===== config.mk =====
export PLATFORM = sky130hd
export DESIGN_NAME = undo_log_unit
export DESIGN_NICKNAME = d
export VERILOG_FILES = /design/src/rtl/ulog_pkg.sv /design/src/rtl/ulog_wbit_table.sv /design/src/rtl/ulog_log_ptr.sv /design/src/rtl/ulog_ctrl.sv /design/src/rtl/undo_log_unit.sv
export SDC_FILE = /design/constraint.sdc
export NUM_CORES = 1
export LEC_CHECK = 0
export CORE_ASPECT_RATIO = 0.7
export CORE_MARGIN = 3
export CORE_UTILIZATION = 38
export DETAILED_ROUTE_END_ITERATION = 6
export PLACE_DENSITY = 0.78
export SYNTH_ARGS = -nofsm -noshare
export SYNTH_HDL_FRONTEND = slang
export SYNTH_SLANG_ARGS = --single-unit

===== constraint.sdc =====
create_clock -name clk -period 2.4 [get_ports clk]
set_clock_uncertainty 0.15 [all_clocks]
set_input_delay 0.36 -clock clk [delete_from_list [all_inputs] [get_ports clk]]
set_output_delay 0.36 -clock clk [all_outputs]
set_load 0.1 [all_outputs]

===== src/rtl/ulog_pkg.sv =====
package ulog_pkg;
  typedef enum logic [1:0] {
    ULS_RUN   = 2'd0,
    ULS_CAPT  = 2'd1,
    ULS_RB_RD = 2'd2,
    ULS_RB_WR = 2'd3
  } ulog_state_e;
endpackage


===== src/rtl/ulog_wbit_table.sv =====
module ulog_wbit_table #(
  parameter int ADDR_W = 5
) (
  input  logic              clk,
  input  logic              rst_n,
  input  logic              set_en,
  input  logic [ADDR_W-1:0] set_idx,
  input  logic              clr_all,
  input  logic [ADDR_W-1:0] rd_idx,
  output logic              rd_bit
);
  localparam int NBLK = 1 << ADDR_W;

  logic [NBLK-1:0] wq;
  logic [NBLK-1:0] wnxt;
  logic            wq_en;

  genvar g;
  generate
    for (g = 0; g < NBLK; g++) begin : g_blk
      assign wnxt[g] = clr_all ? 1'b0
                     : ((set_en && (set_idx == ADDR_W'(g))) ? 1'b1 : wq[g]);
    end
  endgenerate

  assign wq_en = clr_all | set_en;

  always_ff @(posedge clk or negedge rst_n) begin
    if (!rst_n)     wq <= '0;
    else if (wq_en) wq <= wnxt;
  end

  assign rd_bit = wq[rd_idx];

  // a block flagged as logged stays flagged until a clear
  a_r4_flag_sticks: assert property (@(posedge clk) disable iff (!rst_n)
    (set_en && !clr_all) |=> wq[$past(set_idx)]);
  // a clear leaves no block flagged
  a_r5_clear_all: assert property (@(posedge clk) disable iff (!rst_n)
    clr_all |=> ($countones(wq) == 0));
endmodule


===== src/rtl/ulog_log_ptr.sv =====
module ulog_log_ptr #(
  parameter int LOG_W = 4
) (
  input  logic             clk,
  input  logic             rst_n,
  input  logic [LOG_W-1:0] cfg_base,
  input  logic [LOG_W-1:0] cfg_limit,
  input  logic             inc,
  input  logic             dec,
  input  logic             to_base,
  input  logic             ovf_set,
  input  logic             ovf_clr,
  output logic [LOG_W-1:0] ptr,
  output logic             at_base,
  output logic             at_limit,
  output logic             overflow
);
  logic [LOG_W-1:0] off_q, off_nxt;
  logic             off_en;
  logic             ovf_q, ovf_nxt, ovf_en;

  always_comb begin
    off_en  = inc | dec | to_base;
    off_nxt = off_q;
    if (to_base)  off_nxt = '0;
    else if (dec) off_nxt = off_q - 1'b1;
    else if (inc) off_nxt = off_q + 1'b1;
  end

  always_comb begin
    ovf_en  = ovf_set | ovf_clr;
    ovf_nxt = ovf_set & ~ovf_clr;
  end

  always_ff @(posedge clk or negedge rst_n) begin
    if (!rst_n) begin
      off_q <= '0;
      ovf_q <= 1'b0;
    end else begin
      if (off_en) off_q <= off_nxt;
      if (ovf_en) ovf_q <= ovf_nxt;
    end
  end

  assign ptr      = cfg_base + off_q;
  assign at_base  = (off_q == '0);
  assign at_limit = (ptr == cfg_limit);
  assign overflow = ovf_q;

  // no entry is ever written past the limit
  a_r8_no_inc_at_limit: assert property (@(posedge clk) disable iff (!rst_n)
    inc |-> !at_limit);
  // rollback never walks below the base
  a_r6_no_dec_at_base: assert property (@(posedge clk) disable iff (!rst_n)
    dec |-> !at_base);
endmodule


===== src/rtl/ulog_ctrl.sv =====
module ulog_ctrl
  import ulog_pkg::*;
#(
  parameter int ADDR_W = 5,
  parameter int DATA_W = 16,
  parameter int LOG_W  = 4
) (
  input  logic                     clk,
  input  logic                     rst_n,
  input  logic                     tx_begin,
  input  logic                     tx_commit,
  input  logic                     tx_abort,
  input  logic                     st_valid,
  input  logic [ADDR_W-1:0]        st_addr,
  input  logic [DATA_W-1:0]        st_data,
  output logic                     st_ready,
  output logic                     mem_re,
  output logic                     mem_we,
  output logic [ADDR_W-1:0]        mem_addr,
  output logic [DATA_W-1:0]        mem_wdata,
  input  logic [DATA_W-1:0]        mem_rdata,
  output logic                     log_re,
  output logic                     log_we,
  output logic [LOG_W-1:0]         log_addr,
  output logic [ADDR_W+DATA_W-1:0] log_wdata,
  input  logic [ADDR_W+DATA_W-1:0] log_rdata,
  input  logic                     wbit,
  output logic                     wset,
  output logic                     wclr,
  input  logic [LOG_W-1:0]         ptr,
  input  logic                     at_base,
  input  logic                     at_limit,
  output logic                     p_inc,
  output logic                     p_dec,
  output logic                     p_base,
  output logic                     ovf_set,
  output logic                     ovf_clr,
  output logic                     tx_active,
  output logic                     rollback_busy
);
  ulog_state_e state_q, state_nxt;
  logic        act_q, act_nxt;

  always_comb begin
    state_nxt = state_q;
    act_nxt   = act_q;
    st_ready  = 1'b0;
    mem_re    = 1'b0;
    mem_we    = 1'b0;
    mem_addr  = st_addr;
    mem_wdata = st_data;
    log_re    = 1'b0;
    log_we    = 1'b0;
    log_addr  = ptr;
    log_wdata = {st_addr, mem_rdata};
    wset      = 1'b0;
    wclr      = 1'b0;
    p_inc     = 1'b0;
    p_dec     = 1'b0;
    p_base    = 1'b0;
    ovf_set   = 1'b0;
    ovf_clr   = 1'b0;
    unique case (state_q)
      ULS_RUN: begin
        if (tx_abort && act_q) begin
          state_nxt = ULS_RB_RD;
          act_nxt   = 1'b0;
        end else if (tx_commit && act_q) begin
          p_base  = 1'b1;
          wclr    = 1'b1;
          ovf_clr = 1'b1;
          act_nxt = 1'b0;
        end else begin
          if (tx_begin && !act_q) act_nxt = 1'b1;
          if (st_valid) begin
            if (!act_q || wbit) begin
              mem_we   = 1'b1;
              st_ready = 1'b1;
            end else if (at_limit) begin
              ovf_set = 1'b1;
            end else begin
              mem_re    = 1'b1;
              state_nxt = ULS_CAPT;
            end
          end
        end
      end
      ULS_CAPT: begin
        log_we    = 1'b1;
        wset      = 1'b1;
        p_inc     = 1'b1;
        state_nxt = ULS_RUN;
        if (tx_abort && act_q) begin
          state_nxt = ULS_RB_RD;
          act_nxt   = 1'b0;
        end else if (tx_commit && act_q) begin
          p_base  = 1'b1;
          wclr    = 1'b1;
          ovf_clr = 1'b1;
          act_nxt = 1'b0;
        end
      end
      ULS_RB_RD: begin
        if (at_base) begin
          wclr      = 1'b1;
          ovf_clr   = 1'b1;
          state_nxt = ULS_RUN;
        end else begin
          log_re    = 1'b1;
          log_addr  = ptr - 1'b1;
          state_nxt = ULS_RB_WR;
        end
      end
      ULS_RB_WR: begin
        mem_we    = 1'b1;
        mem_addr  = log_rdata[ADDR_W+DATA_W-1:DATA_W];
        mem_wdata = log_rdata[DATA_W-1:0];
        p_dec     = 1'b1;
        state_nxt = ULS_RB_RD;
      end
      default: state_nxt = ULS_RUN;
    endcase
  end

  always_ff @(posedge clk or negedge rst_n) begin
    if (!rst_n) begin
      state_q <= ULS_RUN;
      act_q   <= 1'b0;
    end else begin
      state_q <= state_nxt;
      act_q   <= act_nxt;
    end
  end

  assign tx_active     = act_q;
  assign rollback_busy = (state_q == ULS_RB_RD) || (state_q == ULS_RB_WR);

  // no transaction is open during a restore
  a_r7_busy_no_tx: assert property (@(posedge clk) disable iff (!rst_n)
    rollback_busy |-> !tx_active);
  // an in-transaction store lands only on an already logged block
  a_r3_store_after_log: assert property (@(posedge clk) disable iff (!rst_n)
    (st_ready && tx_active) |-> wbit);
  // one data memory access per cycle
  a_r2_single_access: assert property (@(posedge clk) disable iff (!rst_n)
    $onehot0({mem_re, mem_we}));
  // each restore write retires exactly one entry
  a_r6_restore_step: assert property (@(posedge clk) disable iff (!rst_n)
    (state_q == ULS_RB_WR) |=> (ptr == LOG_W'($past(ptr) - 1'b1)));
  // commit returns the pointer to the base
  a_r5_commit_base: assert property (@(posedge clk) disable iff (!rst_n)
    (state_q == ULS_RUN && act_q && tx_commit && !tx_abort) |=> at_base);
  // a full log blocks the store
  a_r8_full_holds: assert property (@(posedge clk) disable iff (!rst_n)
    ovf_set |-> (!st_ready && !log_we));
endmodule


===== src/rtl/undo_log_unit.sv =====
module undo_log_unit #(
  parameter int ADDR_W = 5,
  parameter int DATA_W = 16,
  parameter int LOG_W  = 4,
  localparam int ENT_W = ADDR_W + DATA_W
) (
  input  logic              clk,
  input  logic              rst_n,
  input  logic [LOG_W-1:0]  cfg_log_base,
  input  logic [LOG_W-1:0]  cfg_log_limit,
  input  logic              tx_begin,
  input  logic              tx_commit,
  input  logic              tx_abort,
  input  logic              st_valid,
  input  logic [ADDR_W-1:0] st_addr,
  input  logic [DATA_W-1:0] st_data,
  output logic              st_ready,
  output logic              mem_re,
  output logic              mem_we,
  output logic [ADDR_W-1:0] mem_addr,
  output logic [DATA_W-1:0] mem_wdata,
  input  logic [DATA_W-1:0] mem_rdata,
  output logic              log_re,
  output logic              log_we,
  output logic [LOG_W-1:0]  log_addr,
  output logic [ENT_W-1:0]  log_wdata,
  input  logic [ENT_W-1:0]  log_rdata,
  output logic              tx_active,
  output logic              rollback_busy,
  output logic              log_overflow,
  output logic [LOG_W-1:0]  log_ptr
);
  logic wbit, wset, wclr;
  logic at_base, at_limit;
  logic p_inc, p_dec, p_base, ovf_set, ovf_clr;

  ulog_wbit_table #(.ADDR_W(ADDR_W)) u_wbits (
    .clk     (clk),
    .rst_n   (rst_n),
    .set_en  (wset),
    .set_idx (st_addr),
    .clr_all (wclr),
    .rd_idx  (st_addr),
    .rd_bit  (wbit)
  );

  ulog_log_ptr #(.LOG_W(LOG_W)) u_ptr (
    .clk       (clk),
    .rst_n     (rst_n),
    .cfg_base  (cfg_log_base),
    .cfg_limit (cfg_log_limit),
    .inc       (p_inc),
    .dec       (p_dec),
    .to_base   (p_base),
    .ovf_set   (ovf_set),
    .ovf_clr   (ovf_clr),
    .ptr       (log_ptr),
    .at_base   (at_base),
    .at_limit  (at_limit),
    .overflow  (log_overflow)
  );

  ulog_ctrl #(.ADDR_W(ADDR_W), .DATA_W(DATA_W), .LOG_W(LOG_W)) u_ctrl (
    .clk           (clk),
    .rst_n         (rst_n),
    .tx_begin      (tx_begin),
    .tx_commit     (tx_commit),
    .tx_abort      (tx_abort),
    .st_valid      (st_valid),
    .st_addr       (st_addr),
    .st_data       (st_data),
    .st_ready      (st_ready),
    .mem_re        (mem_re),
    .mem_we        (mem_we),
    .mem_addr      (mem_addr),
    .mem_wdata     (mem_wdata),
    .mem_rdata     (mem_rdata),
    .log_re        (log_re),
    .log_we        (log_we),
    .log_addr      (log_addr),
    .log_wdata     (log_wdata),
    .log_rdata     (log_rdata),
    .wbit          (wbit),
    .wset          (wset),
    .wclr          (wclr),
    .ptr           (log_ptr),
    .at_base       (at_base),
    .at_limit      (at_limit),
    .p_inc         (p_inc),
    .p_dec         (p_dec),
    .p_base        (p_base),
    .ovf_set       (ovf_set),
    .ovf_clr       (ovf_clr),
    .tx_active     (tx_active),
    .rollback_busy (rollback_busy)
  );

  // the unit idles after reset with no requests outstanding
  a_r1_quiet_idle: assert property (@(posedge clk) disable iff (!rst_n)
    (!tx_active && !rollback_busy && !st_valid) |-> (!mem_we && !mem_re && !log_we && !log_re));
endmodule


* Yosys cells after proc, flatten, opt, wreduce, memory -nomap -nowiden
Index checks and enable logic that the tools add are counted.
** Storage, ports and cells
- Flip-flop bits (word level) :: 40
- Logic and storage cells :: 313
** Operators by class
- Add/sub/neg operators :: 4
- Order comparisons :: 1
- Equality and inequality tests :: 41
- Multiplexer cells :: 114
- Bitwise gates (word level) :: 6
- Reduce and logical (&&, ||, !) cells :: 111
** Operators by type and width (count)
- 1-bit two-way mux :: 95
- 5-bit equality test, second input constant :: 16
- 2-bit AND reduction :: 33
- 2-bit nonzero test :: 33
- 5-bit by 4-bit equality test with 1-bit output, second input constant :: 8
- 1-bit logical AND :: 35
- 5-bit by 3-bit equality test with 1-bit output, second input constant :: 4
- 4-bit two-way mux :: 5
- 16-bit two-way mux :: 1
- 2-bit two-way mux :: 7
- 3-bit by 2-bit inequality test with 1-bit output, second input constant :: 4
- 5-bit by 2-bit equality test with 1-bit output, second input constant :: 2
- 2-bit one-hot mux with 4 select lines :: 1
- 4-bit by 1-bit subtractor with 4-bit output, second input constant :: 2
- 5-bit by 6-bit less-than comparator with 1-bit output, second input constant :: 1
- 1-bit one-hot mux with 2 select lines :: 3
- 1-bit binary-select mux with 5-bit select :: 1
- 5-bit by 1-bit equality test with 1-bit output, second input constant :: 1
- 5-bit logical NOT :: 1
- 5-bit two-way mux :: 1
- 4-bit by 1-bit adder with 4-bit output, second input constant :: 1
- 4-bit adder :: 1
- 2-bit equality test, second input constant :: 2
- 4-bit equality test :: 1
- 14 further kinds :: 18

* Logic depth before layout (Yosys ltp)
Gate-level depths: netlist of run 1.
- Depth after elaboration :: 9
- Mapped depth :: 8

* Hierarchy
A second synthesis of run 1 with hierarchy kept.
** Second synthesis, totals
- Cell total of the unflattened synthesis :: 306
- Area, all modules :: 2812.7 µm²
** By module, submodules not included
- ulog_wbit_table :: instances 1, cells each 160, area each 1510.2 µm², sequential area each 800.8 µm²
- ulog_ctrl :: instances 1, cells each 100, area each 833.3 µm², sequential area each 75.1 µm²
- ulog_log_ptr :: instances 1, cells each 46, area each 469.2 µm², sequential area each 125.1 µm²

* Least setup slack after synthesis of run 1
OpenSTA, ideal clock, no wires.
- Path type :: register -> output
- Start :: register u_ptr.off_q[0]
- End :: output mem_re
- Arrival :: 4.985 ns
- Required time :: 1.890 ns
- Slack :: -3.095 ns
- Cell stages (with the launch flop) :: 8
- Buffers on the path :: 0
- Cell sequence :: dfrtp_1 > ha_1 > fa_1 > xor2_1 > xnor2_1 > nand3_1 > nor2_1 > nor3_1
** Between the ends
- Longest elaborated chain between the ends :: 8
** Ends and longest elaborated chain
- from (decl) :: RTL line ulog_log_ptr.sv:18 : logic [LOG_W-1:0] off_q, off_nxt;
- from (signal assigned) :: RTL line ulog_log_ptr.sv:40 : if (off_en) off_q <= off_nxt;
- 4-bit adder :: RTL line ulog_log_ptr.sv:45 : assign ptr = cfg_base + off_q;
- via log_ptr[2] :: RTL line undo_log_unit.sv:31 : output logic [LOG_W-1:0] log_ptr
- 4-bit equality test :: RTL line ulog_log_ptr.sv:47 : assign at_limit = (ptr == cfg_limit);
- 1-bit two-way mux :: RTL line ulog_ctrl.sv:79 : end else if (at_limit) begin
- 1-bit two-way mux :: RTL line ulog_ctrl.sv:76 : if (!act_q || wbit) begin
- 1-bit two-way mux :: RTL line ulog_ctrl.sv:75 : if (st_valid) begin
- 1-bit two-way mux :: RTL line ulog_ctrl.sv:68 : end else if (tx_commit && act_q) begin
- 1-bit two-way mux :: RTL line ulog_ctrl.sv:65 : if (tx_abort && act_q) begin
- 1-bit two-way mux :: RTL line ulog_ctrl.sv:63 : unique case (state_q)
- to (decl) :: RTL line undo_log_unit.sv:18 : output logic mem_re,
The timed path passes the listed nets, and every way through them passes these cells.

* Final worst setup path of run 1
- Start :: register u_ptr.off_q[0]
- End :: output log_addr[3]
** Between the ends
- Longest elaborated chain between the ends :: 4
** Ends and longest elaborated chain
- 4-bit adder :: RTL line ulog_log_ptr.sv:45
- 4-bit by 1-bit subtractor with 4-bit output :: RTL line ulog_ctrl.sv:110 : log_addr = ptr - 1'b1;
- 4-bit two-way mux :: RTL line ulog_ctrl.sv:104 : if (at_base) begin
- 4-bit two-way mux * :: RTL line ulog_ctrl.sv:63
- to (decl) :: RTL line undo_log_unit.sv:25 : output logic [LOG_W-1:0] log_addr,
Every way passes the cells marked *; elsewhere a longest branch is shown, timed or not.

==> out/metrics.csv, run 1 <==
stage,metric,value,unit
timing,"Hold Violations, Final",0,
routing,Via density,5.45,
pwr,pwr dens,1360,nW/um^2
yosys,Synth Area in Simple Gates,0.162,
yosys,combinational family with the most area after synthesis,simple AND/OR/NAND/NOR gates,
timing,fmax,358,MHz
place,hpwl dp,7.70,mm
timing,Tcrit/Tclk final,1.16,
grt,initial antenna violation count,0,
critical_path,critical path startpoint,u_ptr.off_q[0]$_DFFE_PN0P_,
cts,CTS root buf,clkbuf_8,
critical_path,Critical Path AT,2.29,ns
timing,"Slew Viols, Final",0,
critical_path,CP Launch Type,flip-flop,
grt,global-route wire length before repair,15.0,mm
yosys,mapped cell area,2800,um^2
routing,routed length per instance,19.3,um
place,Placed Area,4550,um^2
yosys,sequential area share after synthesis,0.357,
pwr,Flop pwr share,0.162,
finish,Syn-to-layout area delta,75.7,%
yosys,cell count after synthesis,306,
yosys,Synth Area in Adders,0.0590,
timing,setup TNS,-1.81,ns
yosys,synth unique cells,43,
finish,Final #Nets,510,
yosys,Synth Area in Compound Gates,0.134,
pwr,Clock Power Share,0.069,
critical_path,CP required,1.89,ns
yosys,Synth Area per Inst,9.16,um^2
grt,pin count of the biggest net entering global routing,41,
finish,Antenna Cells,0,
pwr,Pwr Total,0.00671,W
outcome,failing checks,setup timing,
routing,drc violations,0,
routing,DRT antenna net count,0,
grt,vias in the first global route,2856,
critical_path,"Max FO, Critical Path",2,
yosys,top-count cell post-synth,nor2_1,
finish,design area,4920,um^2
yosys,ys flop type,dfrtp_1,
cts,"CTS clk-pin slew, worst paths",0.08,ns
routing,routed wire length,10.1,mm
critical_path,R2R depth,8,
cts,cts bufs inserted,5,
pwr,leak pwr,2.21,nW
yosys,Post-synth EDFFs,0,
critical_path,endpoint class of the critical path,primary output,
yosys,Yosys top cell by area,dfrtp_1,
floorplan,CORE AREA,6940,um^2
routing,DRT iter0 DRCs,228,
timing,Slew @ Worst Pin,0.883,ns
outcome,outcome,finished with violations,
cts,# hold bufs at CTS,0,
floorplan,Rows,25,
grt,Congestion Overflow GR,0,
routing,DRT Pass-1 Iters,5,
yosys,Post-Synth XOR/XNOR Area,0.0429,
yosys,ys async rst share,1.00,
yosys,Synth top area share,0.357,
timing,min Tclk post-route,2.80,ns
pwr,Sw Pwr,0.00351,W
critical_path,CP Capture Point,log_addr[3],
floorplan,number of I/O pins,130,
floorplan,Die H,77.8,um
critical_path,worst r2r dst,u_ctrl.state_q[1]$_DFFE_PN0P_,
yosys,Synth area leaders,"dfrtp_1 (36%), mux2_2 (8.8%), a21oi_1 (6.8%)",
cts,H-tree Lvls,2,
timing,# setup viols final,7,
yosys,YS warnings,0,
yosys,Yosys reg bits,40,
critical_path,r2r startpoint,u_ptr.off_q[0]$_DFFE_PN0P_,
pwr,Switching Fraction,0.524,
floorplan,die area,8450,um^2
timing,max_slew headroom,0.411,
routing,Via Count,2838,
critical_path,Worst R2R Setup Slack,0.07,ns
timing,worst setup margin,-0.396,ns
cts,sink count of the clock tree,40,
cts,clk_lat worst skew,0.29,ns
timing,unrepaired setup endpoints after global routing,true,
yosys,mux contribution to synthesized area,0.149,
floorplan,Die X,109,um
grt,Total Routing Usage GR,0.231,
cts,CTS tree,built,
floorplan,Initial Util,0.403,
pwr,Worst VDD drop,0.00152,V
pwr,Comb power frac,0.768,
yosys,Post-Syn Nets,390,
critical_path,WS Path Type,reg -> out,
place,GP Congestion,0.949,
yosys,synth cell count leaders,"nor2_1 (48), dfrtp_1 (40), a21oi_1 (38)",
run,number of max-cap violations,0,
place,IO buf count,97,
cts,Max Root-Sink Buffers,2,
finish,fraction of layout cells with a size suffix above 1,0.403,
pwr,internal cell power,0.00320,W
worst_hold_path,Hold WC Path Type,in -> async,
timing,Hold Slack,0.0348,ns
routing by layer:
layer / vias to the layer above / track usage / wire length (um)
met5: - / 0 / 0
met4: 0 / 0.0694 / 255
met3: 26 / 0.0540 / 1020
met2: 168 / 0.382 / 4880
met1: 1367 / 0.300 / 3910
li1: 1277 / - / -
registers in the layout (all words and copies together), names as in the netlist:
name and count:
u_ptr.off_q 4, u_ptr.overflow 1, u_wbits.wq 32, u_ctrl.state_q 2, u_ctrl.tx_active 1
final cells by class:
cell class	count	area [um^2]
fill	485	2020
multi-input combinational	223	1840
timing repair buffer	146	1820
sequential	40	1010
tap	94	118
clock buffer	8	90.1
inverter	10	45.0
placed cells by master (no fill, tap or decap), drive strengths merged, types with 2 or more instances in the layout:
cell | Yosys | final
a21o | 3 | 3
a21oi | 38 | 38
a22oi | 4 | 4
a31oi | 5 | 5
and2 | 3 | 3
and2b | 2 | 2
and3 | 2 | 2
buf | 30 | 92
clkbuf | 3 | 9
clkdlybuf4s50 | 0 | 47
dfrtp | 40 | 40
dlygate4sd2 | 0 | 4
fa | 2 | 2
ha | 10 | 10
inv | 10 | 10
mux2 | 22 | 22
mux2i | 17 | 17
nand2 | 14 | 14
nand2b | 5 | 5
nand3 | 6 | 6
nor2 | 48 | 48
nor2b | 6 | 6
nor3 | 4 | 4
nor4 | 3 | 3
o21ai | 4 | 4
o22ai | 2 | 2
o2bb2ai | 2 | 2
xnor2 | 8 | 8
xor2 | 3 | 3
critical path, cell delays in order (launching register included):
cell and delay (ns):
dfrtp_1 0.41, ha_2 0.20, fa_2 0.45, buf_4 0.16, nor4_4 0.26, buf_4 0.17
xor2_4 0.16, buf_12 0.19
how the worst min path moves through the flow:
stage | cells after the start | startpoint | end | slack, ns
2_1_floorplan | 0 | rst_n | u_ctrl.state_q[0]$_DFFE_PN0P_ | -0.09
3_3_place_gp | 2 | u_wbits.wq[28]$_DFFE_PN0P_ | u_wbits.wq[28]$_DFFE_PN0P_ | 0.32
3_5_place_dp | 2 | u_wbits.wq[25]$_DFFE_PN0P_ | u_wbits.wq[25]$_DFFE_PN0P_ | 0.34
4_1_cts | 1 | rst_n | u_ctrl.state_q[1]$_DFFE_PN0P_ | 0.07
5_1_grt | 1 | rst_n | u_ctrl.state_q[1]$_DFFE_PN0P_ | 0.1
6_report | 1 | rst_n | u_ctrl.state_q[1]$_DFFE_PN0P_ | 0.03
through the flow:
stage          cells   util  setup slack, ns
3_3_place_gp     503  0.655           -0.445
2_1_floorplan    306      -           -0.819
4_1_cts          516  0.686           -0.429
3_5_place_dp     503  0.655           -0.516
6_report         521  0.709           -0.396
5_1_grt          521  0.709           -0.456
power groups by stage:
stage	clock, W	sequential, W	combinational [W]
floorplan	0	0.00113	0.00311
finish	0.000465	0.00109	0.00516
CTS	0.000464	0.00106	0.00492
global route	0.000499	0.00111	0.00539
detailed placement	0	0.00107	0.00478
global placement	0	0.00106	0.00467
logic make-up after synthesis:
| family | after synthesis |
|---|---|
| and+or+nand+nor | 97 |
| DFF | 40 |
| xor gates and xnor gates | 12 |
| buffers and inverters | 43 |
| adders and majority gates | 12 |
| AOI/OAI and AO/OA | 63 |
| muxes | 39 |
repair_timing:
item | CTS | global route
gates cloned | 1 | 0
setup endpoints to repair | 30 | 30
resized for setup | 29 | 28
setup buffers | 4 | 5
pin swaps | 18 | 10
No activity file was read; power rests on OpenSTA's default activity.
==> run 2, diff against run 1 <==
CORE_MARGIN = 4   (was 3)
==> run 2 against run 1 <==
The flow still finishes with violations (setup timing). Highest routed layer unchanged. Utilization down 0.86 points. Total power decreased by 0.95%. Non-clock buffer count rose by 1. Worst hold slack better by 0.16 ns. Critical path depth increased by 1. Sequential power is essentially flat. Count of clock-buffer cells in the layout shrank 3. Sequential cell count unchanged. Sequential share of layout area up 0.18 points.
==> out/metrics.csv, run 2 (synthesis results as in run 1) <==
stage,metric,value,unit
outcome,outcome,finished with violations,
outcome,failing checks,setup timing,
critical_path,"Max FO, Critical Path",3,
timing,# setup viols final,6,
timing,max_slew headroom,0.588,
cts,clk_lat worst skew,0.31,ns
critical_path,CP Launch Type,flip-flop,
routing,routed length per instance,18.1,um
critical_path,WS Path Type,reg -> out,
critical_path,Critical Path AT,2.20,ns
grt,vias in the first global route,2851,
routing,DRT antenna net count,0,
finish,biggest regs,"u_wbits.wq x32, u_ptr.off_q x4, u_ctrl.state_q x2",
grt,Congestion Overflow GR,0,
floorplan,Die H,79.8,um
timing,worst setup margin,-0.308,ns
cts,H-tree Lvls,2,
pwr,Worst VDD drop,0.00164,V
finish,Top reg by flops,u_wbits.wq,
finish,fraction of layout cells with a size suffix above 1,0.388,
routing,DRT Pass-1 Iters,5,
critical_path,CP required,1.89,ns
finish,"commonest non-fill, non-tap cell in the layout",clkdlybuf4s50_1,
grt,pin count of the biggest net entering global routing,40,
floorplan,Die X,111,um
floorplan,die area,8830,um^2
place,hpwl dp,7.22,mm
timing,Slew @ Worst Pin,0.612,ns
cts,CTS tree,built,
critical_path,worst r2r dst,u_ptr.overflow$_DFFE_PN0P_,
routing,routed wire length,9.45,mm
pwr,Flop pwr share,0.159,
pwr,Sw Pwr,0.00346,W
critical_path,endpoint class of the critical path,primary output,
grt,Total Routing Usage GR,0.215,
cts,CTS root buf,clkbuf_8,
pwr,leak pwr,2.19,nW
timing,unrepaired setup endpoints after global routing,true,
finish,# fillers,475,
critical_path,R2R depth,9,
finish,area of the multi-input gates,1800,um^2
place,placed insts,504,
timing,Tcrit/Tclk final,1.13,
cts,cts bufs inserted,5,
critical_path,Worst R2R Setup Slack,-0.07,ns
finish,most frequent cells in the layout,"clkdlybuf4s50_1 (47), nor2_1 (45), buf_4 (44), buf_12 (43), dfrtp_1 (39)",
critical_path,worst-path cell chain,ha_2 > fa_2 > xor2_4 > xnor2_1 > nand3_2 > nor2_4 > nor3_4 > buf_12,
place,GP Congestion,0.905,
floorplan,number of I/O pins,130,
worst_hold_path,Hold WC Path Type,in -> async,
timing,"Slew Viols, Final",0,
routing,drc violations,0,
critical_path,worst path bufs/invs,1,
pwr,Comb power frac,0.755,
critical_path,family with the most delay on the worst path,adder cells,
grt,global-route wire length before repair,15.0,mm
run,number of max-cap violations,0,
timing,"Hold Violations, Final",0,
cts,Max Root-Sink Buffers,2,
finish,fin cells,522,
pwr,internal cell power,0.00319,W
floorplan,Initial Util,0.403,
pwr,pwr dens,1370,nW/um^2
critical_path,r2r startpoint,u_ptr.off_q[0]$_DFFE_PN0P_,
cts,"CTS clk-pin slew, worst paths",0.09,ns
cts,sink count of the clock tree,40,
finish,max reg flops,32,
floorplan,CORE AREA,6940,um^2
pwr,Switching Fraction,0.520,
finish,Syn-to-layout area delta,73.6,%
critical_path,largest stage delay on the critical path,0.41,ns
routing,Via Count,2760,
routing,DRT iter0 DRCs,167,
pwr,Clock Power Share,0.085,
finish,sequential cell area,1000,um^2
timing,fmax,369,MHz
place,dpl ws,-0.494,ns
timing,min Tclk post-route,2.71,ns
routing,Via density,5.29,
floorplan,Rows,25,
critical_path,CP max stage cell,dfrtp_1,
grt,initial antenna violation count,0,
place,IO buf count,97,
finish,Antenna Cells,0,
finish,Final #Nets,511,
[run 2: area by class of cell]
type                       count  share of cell area
clock buffer                   5              0.0141
clock inverter                 3             0.00875
inverter                      10             0.00875
multi-input combinational    223               0.370
sequential                    40               0.206
tap                           94              0.0242
timing repair buffer         147               0.368
[run 2: through the flow]
stage                     area (um^2)  power [W]  setup TNS, ns   util  hold WS [ns]
after floorplan                  2960    0.00423          -3.76      -       -0.0856
after global placement           4530    0.00570          -3.23  0.653      -0.00404
after detailed placement         4530    0.00580          -3.69  0.653      -0.00580
after CTS                        4770    0.00650          -1.33  0.687         0.198
after global routing             4860    0.00694          -1.92  0.700         0.228
final                            4860    0.00665          -1.43  0.700         0.193
[run 2: per-layer routing]
metal	up-vias	share of wire	global-route usage
li1	1277	-	-
met1	1332	0.43	0.281
met2	134	0.48	0.349
met3	17	0.078	0.0667
met4	0	0.016	0.0541
met5	-	0	0
[run 2: timing repair]
action,CTS,global route
resized for setup,22,28
hold buffers,1,0
gates cloned,1,0
pin swaps,21,15
endpoints found under the setup margin,30,31
setup buffers,7,2
endpoints found under the hold margin,14,0
[run 2: how the worst max path moves through the flow]
stage | startpoint | end | slack (ns) | cells past startpoint
6_report | u_ptr.off_q[0]$_DFFE_PN0P_ | mem_re | -0.31 | 8
5_1_grt | u_ptr.off_q[0]$_DFFE_PN0P_ | mem_re | -0.40 | 8
4_1_cts | u_ptr.off_q[0]$_DFFE_PN0P_ | log_addr[2] | -0.31 | 8
3_5_place_dp | cfg_log_base[0] | log_addr[3] | -0.49 | 7
3_3_place_gp | cfg_log_base[0] | log_addr[3] | -0.44 | 7
2_1_floorplan | u_ptr.off_q[0]$_DFFE_PN0P_ | mem_re | -0.82 | 7
[run 2: power by group through the flow]
stage	Sequential, W	Combinational (W)	Clock, W
floorplan	0.00113	0.00311	0
global placement	0.00106	0.00465	0
detailed placement	0.00106	0.00474	0
CTS	0.00105	0.00488	0.000565
global route	0.00109	0.00526	0.000595
finish	0.00106	0.00502	0.000566
